## config.mk

```make
export PLATFORM = sky130hd
export DESIGN_NAME = sata_hba_regs
export DESIGN_NICKNAME = d
export VERILOG_FILES = /design/src/rtl/sata_hba_pkg.sv /design/src/rtl/sata_port_regs.sv /design/src/rtl/sata_hba_global.sv /design/src/rtl/sata_hba_regs.sv
export SDC_FILE = /design/constraint.sdc
export NUM_CORES = 2
export LEC_CHECK = 0
export ABC_AREA = 1
export ABC_CLOCK_PERIOD_IN_PS = 6150
export BUFFER_PORTS_ARGS = -buffer_cell sky130_fd_sc_hd__buf_2
export CORE_MARGIN = 2
export CORE_UTILIZATION = 40
export CTS_CLUSTER_SIZE = 24
export DETAILED_ROUTE_END_ITERATION = 10
export GPL_TIMING_DRIVEN = 0
export SLEW_MARGIN = 20
export SYNTH_ARGS = -nofsm -noshare
export SYNTH_HDL_FRONTEND = slang
export SYNTH_HIERARCHICAL = 1
export SYNTH_SLANG_ARGS = --single-unit
```

## constraint.sdc

```tcl
create_clock -name clk -period 6.15 [get_ports clk]
set_clock_uncertainty 0.2 [all_clocks]
set_input_delay 1.23 -clock clk [delete_from_list [all_inputs] [get_ports clk]]
set_output_delay 1.23 -clock clk [all_outputs]
set_load 0.01 [all_outputs]
```

## src/rtl/sata_hba_pkg.sv

```systemverilog
package sata_hba_pkg;
  localparam int PORT_BASE  = 'h100;
  localparam int PORT_SHIFT = 7;

  typedef enum logic [6:0] {
    P_CLB = 7'h00, P_CLBU = 7'h04, P_FB = 7'h08, P_FBU = 7'h0C,
    P_IS = 7'h10, P_IE = 7'h14, P_CMD = 7'h18, P_TFD = 7'h20,
    P_SIG = 7'h24, P_SSTS = 7'h28, P_SCTL = 7'h2C, P_SERR = 7'h30,
    P_SACT = 7'h34, P_CI = 7'h38
  } port_off_e;

  typedef enum logic [7:0] {
    G_CAP = 8'h00, G_CTL = 8'h04, G_SUM = 8'h08, G_IMPL = 8'h0C, G_VER = 8'h10
  } glob_off_e;

  localparam int CMD_ST  = 0;
  localparam int CMD_FRE = 4;
  localparam int CMD_FR  = 14;
  localparam int CMD_CR  = 15;
  localparam int CTL_RST = 0;
  localparam int CTL_IE  = 1;
  localparam int CTL_AE  = 31;

  localparam logic [31:0] IE_KEEP   = 32'hFDC0_00FF;
  localparam logic [31:0] CMD_INIT  = 32'h0000_0006;
  localparam logic [31:0] LINK_UP   = 32'h0000_0113;
  localparam logic [31:0] VER_VALUE = 32'h0001_0000;

  function automatic logic [31:0] cmd_written(input logic [31:0] w);
    logic [31:0] c;
    c = w;
    c[CMD_CR] = w[CMD_ST];
    c[CMD_FR] = w[CMD_FRE];
    return c;
  endfunction
endpackage

```

## src/rtl/sata_port_regs.sv

```systemverilog
module sata_port_regs
  import sata_hba_pkg::*;
(
  input  logic        clk,
  input  logic        rst_n,
  input  logic        hba_rst,
  input  logic        wr,
  input  logic        rd,
  input  logic [6:0]  off,
  input  logic [31:0] wdata,
  input  logic        dev_present,
  input  logic [31:0] evt,
  input  logic [31:0] err_in,
  input  logic [31:0] fin_in,
  input  logic [31:0] ci_clr,
  output logic [31:0] rdata,
  output logic        pend_nx,
  output logic [31:0] ci,
  output logic        start_p,
  output logic        fisrx_p,
  output logic        prst_p
);
  logic [31:0] clb_q, clbu_q, fb_q, fbu_q, is_q, ie_q, cmd_q, sig_q;
  logic [31:0] sctl_q, serr_q, sact_q, ci_q, fin_q;
  logic [15:0] tfd_q;
  logic        fis_sent_q;

  logic [31:0] is_nx, ie_nx, serr_nx, sact_nx, fin_nx, ci_nx;
  logic        det_fall, port_clr, sact_rd, fis_fire;

  always_comb begin
    det_fall = wr && (off == P_SCTL) && (sctl_q[3:0] == 4'd1) && (wdata[3:0] == 4'd0);
    port_clr = hba_rst || det_fall;
    sact_rd  = rd && (off == P_SACT);
    fis_fire = wr && (off == P_CMD) && wdata[CMD_FRE] && !fis_sent_q;

    is_nx   = port_clr ? '0 :
              ((is_q & ~((wr && off == P_IS) ? wdata : 32'h0)) | evt);
    ie_nx   = port_clr ? '0 : ((wr && off == P_IE) ? (wdata & IE_KEEP) : ie_q);
    serr_nx = port_clr ? '0 :
              ((serr_q & ~((wr && off == P_SERR) ? wdata : 32'h0)) | err_in);
    if (port_clr)                    sact_nx = '0;
    else if (sact_rd)                sact_nx = sact_q & ~fin_q;
    else if (wr && off == P_SACT)    sact_nx = sact_q | wdata;
    else                             sact_nx = sact_q;
    fin_nx  = port_clr ? '0 : (sact_rd ? fin_in : (fin_q | fin_in));
    ci_nx   = (ci_q & ~ci_clr) | ((wr && off == P_CI) ? wdata : 32'h0);
    pend_nx = |(is_nx & ie_nx);
  end

  always_ff @(posedge clk) begin
    if (!rst_n) begin
      clb_q <= '0; clbu_q <= '0; fb_q <= '0; fbu_q <= '0;
      is_q <= '0; ie_q <= '0; cmd_q <= CMD_INIT; sig_q <= '0; tfd_q <= '0;
      sctl_q <= '0; serr_q <= '0; sact_q <= '0; ci_q <= '0; fin_q <= '0;
      fis_sent_q <= 1'b0;
      start_p <= 1'b0; fisrx_p <= 1'b0; prst_p <= 1'b0;
    end else begin
      is_q   <= is_nx;
      ie_q   <= ie_nx;
      serr_q <= serr_nx;
      sact_q <= sact_nx;
      fin_q  <= fin_nx;
      ci_q   <= ci_nx;
      if (wr && off == P_CLB)  clb_q  <= wdata;
      if (wr && off == P_CLBU) clbu_q <= wdata;
      if (wr && off == P_FB)   fb_q   <= wdata;
      if (wr && off == P_FBU)  fbu_q  <= wdata;
      if (wr && off == P_SIG)  sig_q  <= wdata;
      if (wr && off == P_TFD)  tfd_q  <= wdata[15:0];
      if (wr && off == P_CMD)  cmd_q  <= cmd_written(wdata);
      if (hba_rst)                  sctl_q <= '0;
      else if (wr && off == P_SCTL) sctl_q <= wdata;
      if (port_clr)      fis_sent_q <= 1'b0;
      else if (fis_fire) fis_sent_q <= 1'b1;
      start_p <= wr && (off == P_CMD) && wdata[CMD_ST];
      fisrx_p <= fis_fire;
      prst_p  <= port_clr;
    end
  end

  always_comb begin
    case (off)
      P_CLB:  rdata = clb_q;
      P_CLBU: rdata = clbu_q;
      P_FB:   rdata = fb_q;
      P_FBU:  rdata = fbu_q;
      P_IS:   rdata = is_q;
      P_IE:   rdata = ie_q;
      P_CMD:  rdata = cmd_q;
      P_TFD:  rdata = {16'h0, tfd_q};
      P_SIG:  rdata = sig_q;
      P_SSTS: rdata = dev_present ? LINK_UP : 32'h0;
      P_SCTL: rdata = sctl_q;
      P_SERR: rdata = serr_q;
      P_SACT: rdata = sact_q & ~fin_q;
      P_CI:   rdata = ci_q;
      default: rdata = 32'h0;
    endcase
  end

  assign ci = ci_q;
endmodule

```

## src/rtl/sata_hba_global.sv

```systemverilog
module sata_hba_global
  import sata_hba_pkg::*;
#(
  parameter int NP = 4
) (
  input  logic          clk,
  input  logic          rst_n,
  input  logic          wr,
  input  logic [7:0]    off,
  input  logic [31:0]   wdata,
  input  logic [NP-1:0] pend_nx,
  output logic [31:0]   rdata,
  output logic          hba_rst,
  output logic          irq,
  output logic [NP-1:0] gis,
  output logic [31:0]   ghc
);
  localparam logic [31:0] CAP_VALUE = 32'(NP - 1) | (32'd31 << 8) | (32'd1 << 20)
                                    | (32'd1 << 18) | (32'd1 << 30);
  localparam logic [31:0] IMPL_VALUE = 32'((64'd1 << NP) - 64'd1);

  logic [NP-1:0] sum_clr;

  always_comb begin
    hba_rst = wr && (off == G_CTL) && wdata[CTL_RST];
    sum_clr = (wr && off == G_SUM) ? wdata[NP-1:0] : '0;
  end

  always_ff @(posedge clk) begin
    if (!rst_n) begin
      gis <= '0;
      ghc <= '0;
    end else if (hba_rst) begin
      gis <= '0;
      ghc <= '0;
    end else begin
      gis <= (gis & ~sum_clr) | pend_nx;
      if (wr && off == G_CTL) begin
        ghc         <= '0;
        ghc[CTL_AE] <= 1'b1;
        ghc[1:0]    <= wdata[1:0];
      end
    end
  end

  assign irq = (|gis) && ghc[CTL_IE];

  always_comb begin
    case (off)
      G_CAP:  rdata = CAP_VALUE;
      G_CTL:  rdata = ghc;
      G_SUM:  rdata = 32'(gis);
      G_IMPL: rdata = IMPL_VALUE;
      G_VER:  rdata = VER_VALUE;
      default: rdata = 32'h0;
    endcase
  end
endmodule

```

## src/rtl/sata_hba_regs.sv

```systemverilog
module sata_hba_regs
  import sata_hba_pkg::*;
#(
  parameter int NP = 4,
  parameter int AW = 12
) (
  input  logic            clk,
  input  logic            rst_n,
  input  logic            wr_en,
  input  logic            rd_en,
  input  logic [AW-1:0]   addr,
  input  logic [31:0]     wdata,
  output logic [31:0]     rdata,
  input  logic [NP-1:0]   dev_present,
  input  logic [NP*32-1:0] irq_evt,
  input  logic [NP*32-1:0] err_evt,
  input  logic [NP*32-1:0] fin_set,
  input  logic [NP*32-1:0] ci_clr,
  output logic            irq,
  output logic [NP*32-1:0] ci_o,
  output logic [NP-1:0]   port_start_o,
  output logic [NP-1:0]   port_fisrx_o,
  output logic [NP-1:0]   port_rst_o
);
  localparam int PIW = (NP > 1) ? $clog2(NP) : 1;
  localparam int PORT_END = PORT_BASE + (NP << PORT_SHIFT);

  logic [AW-1:0]  rel;
  logic [PIW-1:0] pidx;
  logic           aligned, in_glob, in_port;
  logic [31:0]    prdata [NP];
  logic [31:0]    grdata;
  logic [NP-1:0]  pend_nx, gis_q;
  logic [31:0]    ghc_q;
  logic           hba_rst;

  always_comb begin
    rel     = addr - AW'(PORT_BASE);
    pidx    = rel[PORT_SHIFT +: PIW];
    aligned = (addr[1:0] == 2'b00);
    in_glob = (int'(addr) < PORT_BASE);
    in_port = (int'(addr) >= PORT_BASE) && (int'(addr) < PORT_END);
  end

  sata_hba_global #(.NP(NP)) u_glob (
    .clk(clk), .rst_n(rst_n),
    .wr(wr_en && aligned && in_glob), .off(addr[7:0]), .wdata(wdata),
    .pend_nx(pend_nx), .rdata(grdata), .hba_rst(hba_rst), .irq(irq),
    .gis(gis_q), .ghc(ghc_q)
  );

  for (genvar p = 0; p < NP; p++) begin : g_port
    logic sel;
    assign sel = in_port && (int'(pidx) == p);
    sata_port_regs u_port (
      .clk(clk), .rst_n(rst_n), .hba_rst(hba_rst),
      .wr(wr_en && aligned && sel), .rd(rd_en && sel),
      .off(addr[6:0]), .wdata(wdata), .dev_present(dev_present[p]),
      .evt(irq_evt[p*32 +: 32]), .err_in(err_evt[p*32 +: 32]),
      .fin_in(fin_set[p*32 +: 32]), .ci_clr(ci_clr[p*32 +: 32]),
      .rdata(prdata[p]), .pend_nx(pend_nx[p]), .ci(ci_o[p*32 +: 32]),
      .start_p(port_start_o[p]), .fisrx_p(port_fisrx_o[p]), .prst_p(port_rst_o[p])
    );
  end

  always_comb begin
    if (in_port)      rdata = prdata[pidx];
    else if (in_glob) rdata = grdata;
    else              rdata = 32'h0;
  end
endmodule

```

# Yosys cells after proc, flatten, opt, wreduce, memory -nomap -nowiden
# Cells that the tools add are included.
word_totals:
  rom_bits: 0
  wordCells: 337
  latchBits: 0
  mem_bits_rw: 0
  output_inout_bits: 173
  n_memories: 0
  register_bits: 1751
classes:
  n_mul: 0
  muxes: 51
  bitwise: 61
  n_lt_le_gt_ge: 4
  n_shift: 0
  n_eq_ne: 24
  reduce_logical: 122
  div: 0
  add_sub_neg: 1
ops:
  columns: ["operator", "count"]
  rows:
  - ["one-hot mux 32 bit (14 select lines)", 4]
  - ["two-way mux 32 bit", 40]
  - ["bitwise AND 32 bit", 20]
  - ["OR 32 bit", 20]
  - ["NOT 32 bit", 16]
  - ["one-hot mux 32 bit (5 select lines)", 1]
  - ["OR reduction 32 bit", 4]
  - ["logical AND 1 bit", 95]
  - ["binary-select mux 32 bit (select 2 bit)", 1]
  - ["== test 7 x 6 -> 1 bit (second input constant)", 7]
  - ["two-way mux 9 bit", 4]
  - ["== test 7 x 5 -> 1 bit (second input constant)", 3]
  - ["== test 4 x 1 -> 1 bit (second input constant)", 4]
  - ["== test 8 x 4 -> 1 bit (second input constant)", 2]
  - ["== test 7 x 4 -> 1 bit (second input constant)", 2]
  - [">= comparator 12 x 9 -> 1 bit (second input constant)", 1]
  - ["< comparator 12 x 10 -> 1 bit (second input constant)", 1]
  - ["< comparator 12 x 9 -> 1 bit (second input constant)", 1]
  - ["OR reduction 2 bit", 5]
  - ["subtractor 9 bit (second input constant)", 1]
  - ["== test 8 x 3 -> 1 bit (second input constant)", 1]
  - ["== test 8 x 5 -> 1 bit (second input constant)", 1]
  - ["logical NOT 8 bit", 1]
  - ["nonzero test 2 bit", 4]
  - ["16 further kinds", 24]

# Longest topological paths before layout
depth:
  ltp_word: 13
  mapped_depth: 18
  depth_no_buf: 16

# Hierarchy
# The synthesis kept the hierarchy.
by_module_without_submodules:
  columns: ["module", "area_per_inst_um2", "cells_each", "seq_area_each_um2", "n_inst"]
  rows:
  - ["sata_port_regs", 18346.3, 2501, 8688.3, 4]
  - ["sata_hba_regs", 1736.7, 436, 0.0, 1]
  - ["sata_hba_global", 853.3, 121, 140.1, 1]

# Worst setup path after synthesis
# Ideal clock, no wire load.
synth_path:
  path_type: "input to output"
  from: "in addr[3]"
  to: "out rdata[17]"
  stages: 15
  path_slack_ps: 2065
  arrival_ps: 2655
  path_buffers: 2
  path_cell_list: "inv_1 > nand2_1 > nor2_4 > nand2_1 > inv_2 > buf_2 > buf_2 > a221oi_1 > nand4_1 > nand2_1 > nand2_1 > nand2_1 > nand2_1 > nand2_1 > nand2_1"
synth_lines:
  columns: ["element", "line", "text"]
  rows:
  - ["start, declared", "sata_hba_regs.sv:11", "input logic [AW-1:0] addr,"]
  - ["end, declared", "sata_hba_regs.sv:13", "output logic [31:0] rdata,"]

==> metrics.txt <==
reg2reg start=g_port[3].u_port/sctl_q[1]$_SDFFE_PP0P_; Chip Height=439 um; Power Dens Cells=279 mW/mm2; GRT overflow=0; Critical Path End Type=output port; cell count after synthesis=10.5k; die width=439 um; WHS Path Cells=2; WL/cell=27.5 um; Worst EP required=4.72 ns; R2R depth=13; TritonCTS clock tree=done; reg2reg setup slack=3.62 ns; worst skew pair latency=0.85 ns; FMAX=160 MHz; core area=0.188 mm2; hpwl dp=302 mm; initial antenna violation count=33; Via density=5.77; final number of setup-violating endpoints=12; Avg Cell Area, Syn=7.19 um2; Port Buf Inserts=734; Vias=81.6k; measured slew at the worst slew-check pin=1.30 ns; die outline area=0.193 mm2; CP arrival=4.80 ns; Area Overhead vs Synth=18.4%; Final Wtd Congestion=1.03; reg2reg end=u_glob/gis[3]$_SDFF_PP0_; Slew Viols, Final=0; Post-Syn Area=0.0758 mm2; unrepaired setup endpoints after global routing=true; min-delay worst type=flop to flop; Fin. Hold Viols=0; Final #Nets=12.0k; failing checks=setup timing; GRT Total Usage=38.7%; hold-fix buffers at CTS=0; Hold Path Sink=g_port[3].u_port/fb_q[10]$_SDFFE_PN0P_; Rows=159; share of cells above drive strength 1=13.3%; Pre-antenna DRT Iters=9; fin util=47.7%; Num CTS Buffers=192; crit start category=primary input; num ports=737; final wirelength=390 mm; peak supply drop=0.000201 V; largest net degree at the start of global routing=25; Slew HR=13.6%; min-delay src=g_port[3].u_port/fb_q[10]$_SDFFE_PN0P_; period utilization=101%; DR iter-0 viols=10.5k; DRT antenna net count=0; first-pass GRT wire length=540 mm; Initial Utilization=40.3%; vias in the first global route=75.2k; fin crit period=6.23 ns; status=complete, but fails checks; final setup margin=-0.0815 ns; clock sink total=1743; leak pwr=36.4 nW; Reg clk slew, reported paths=0.06 ns; H-Tree Depth=4; critical path type=primary input to output port; max-cap violations=0; Total Power=25.0 mW; crit path max fanout=10; clock root buffer=clkbuf_16; WHS=0.247 ns; Ys Warns=6; DRC=0; post-route setup TNS=-0.550 ns; Max clock buf depth=3
==> metal layers <==
layer	wire length, um	global-route usage (%)	vias up
met3	38000	7.10	1015
met1	151000	49.1	38900
met2	169000	59.6	4805
met5	198	0	-
li1	-	-	36800
met4	30900	26.4	32
==> placed cells by master (no fill, tap or decap), types with 22 or more instances in the layout <==
master,n
nand2_1,1561
clkbuf_16,197
nand3_1,416
o21ai_1,59
inv_2,39
buf_2,911
o21ai_0,1349
a21oi_1,1398
a211oi_1,158
a221oi_2,37
o22ai_1,212
clkinv_2,36
nor2_4,25
a221oi_1,138
nor2_1,942
clkbuf_2,22
nor3_1,54
o21a_1,36
nand2_2,30
nor2_2,36
buf_4,71
nand4_1,76
inv_1,1380
clkbuf_1,452
clkbuf_8,52
dfxtp_1,1743
==> sequential cells by signal (all words and copies together), names as in the netlist <==
name,count
g_port.u_port/is_q,128
g_port.u_port/clbu_q,128
u_glob/ghc,3
g_port.u_port/fisrx_p,4
g_port.u_port/tfd_q,64
g_port.u_port/fb_q,128
g_port.u_port/fin_q,128
g_port.u_port/sctl_q,128
g_port.u_port/ci,128
g_port.u_port/fis_sent_q,4
g_port.u_port/prst_p,4
g_port.u_port/ie_q,128
g_port.u_port/cmd_q,120
g_port.u_port/fbu_q,128
g_port.u_port/sig_q,128
g_port.u_port/sact_q,128
g_port.u_port/serr_q,128
u_glob/gis,4
g_port.u_port/clb_q,128
g_port.u_port/start_p,4
==> worst max-delay path, cell delays in order <==
cell and delay [ns]:
buf_4 0.34, inv_1 0.08, nand2_1 0.14, nor2_4 0.09, nand2_1 0.22, inv_2 0.10, buf_2 0.22, buf_2 0.28
a221oi_1 0.49, nand4_1 0.58, nand2_2 0.29, nand2_1 0.07, nand2_1 0.05, nand2_1 0.07, nand2_1 0.06, nand2_1 0.23
buf_2 0.24
==> metrics by stage <==
| stage | instances | setup slack [ns] | area (um2) |
|---|---|---|---|
| 4_1_cts | 14100 | -0.00165 | 89400 |
| 3_3_place_gp | 13800 | -0.785 | 82600 |
| 6_report | 14100 | -0.0815 | 89700 |
| 5_1_grt | 14100 | -0.0267 | 89700 |
| 2_1_floorplan | 10500 | 2.07 | 75800 |
| 3_5_place_dp | 13800 | -0.763 | 82700 |
==> power by group <==
group	internal (mW)	total, mW	switching [mW]
sequential	11.5	11.6	0.119
clock	6.93	11.9	4.96
combinational	0.366	1.53	1.17
==> timing repair <==
action	4_1_cts	5_1_grt
buffers inserted	0	1
pin swaps	13	17
endpoints found under the setup margin	32	27
resized for setup	65	60
==> worst max-delay path by stage <==
stage,from,endpoint,cells after the start
floorplan,addr[3],rdata[17],15
global placement,addr[2],rdata[5],16
detailed placement,addr[4],rdata[0],16
CTS,addr[3],rdata[19],17
global route,addr[5],rdata[19],18
finish,addr[1],rdata[23],17
==> area by class of cell <==
class / count / area [um2]
tap: 2495 / 3120
sequential: 1743 / 34900
fill: 19200 / 98300
antenna: 16 / 40.0
timing repair buffer: 740 / 3830
clock inverter: 58 / 614
inverter: 1420 / 5330
buffer: 716 / 3270
multi-input combinational: 6670 / 32800
clock buffer: 291 / 5800
Note: power is estimated with default switching activity, not from simulation.
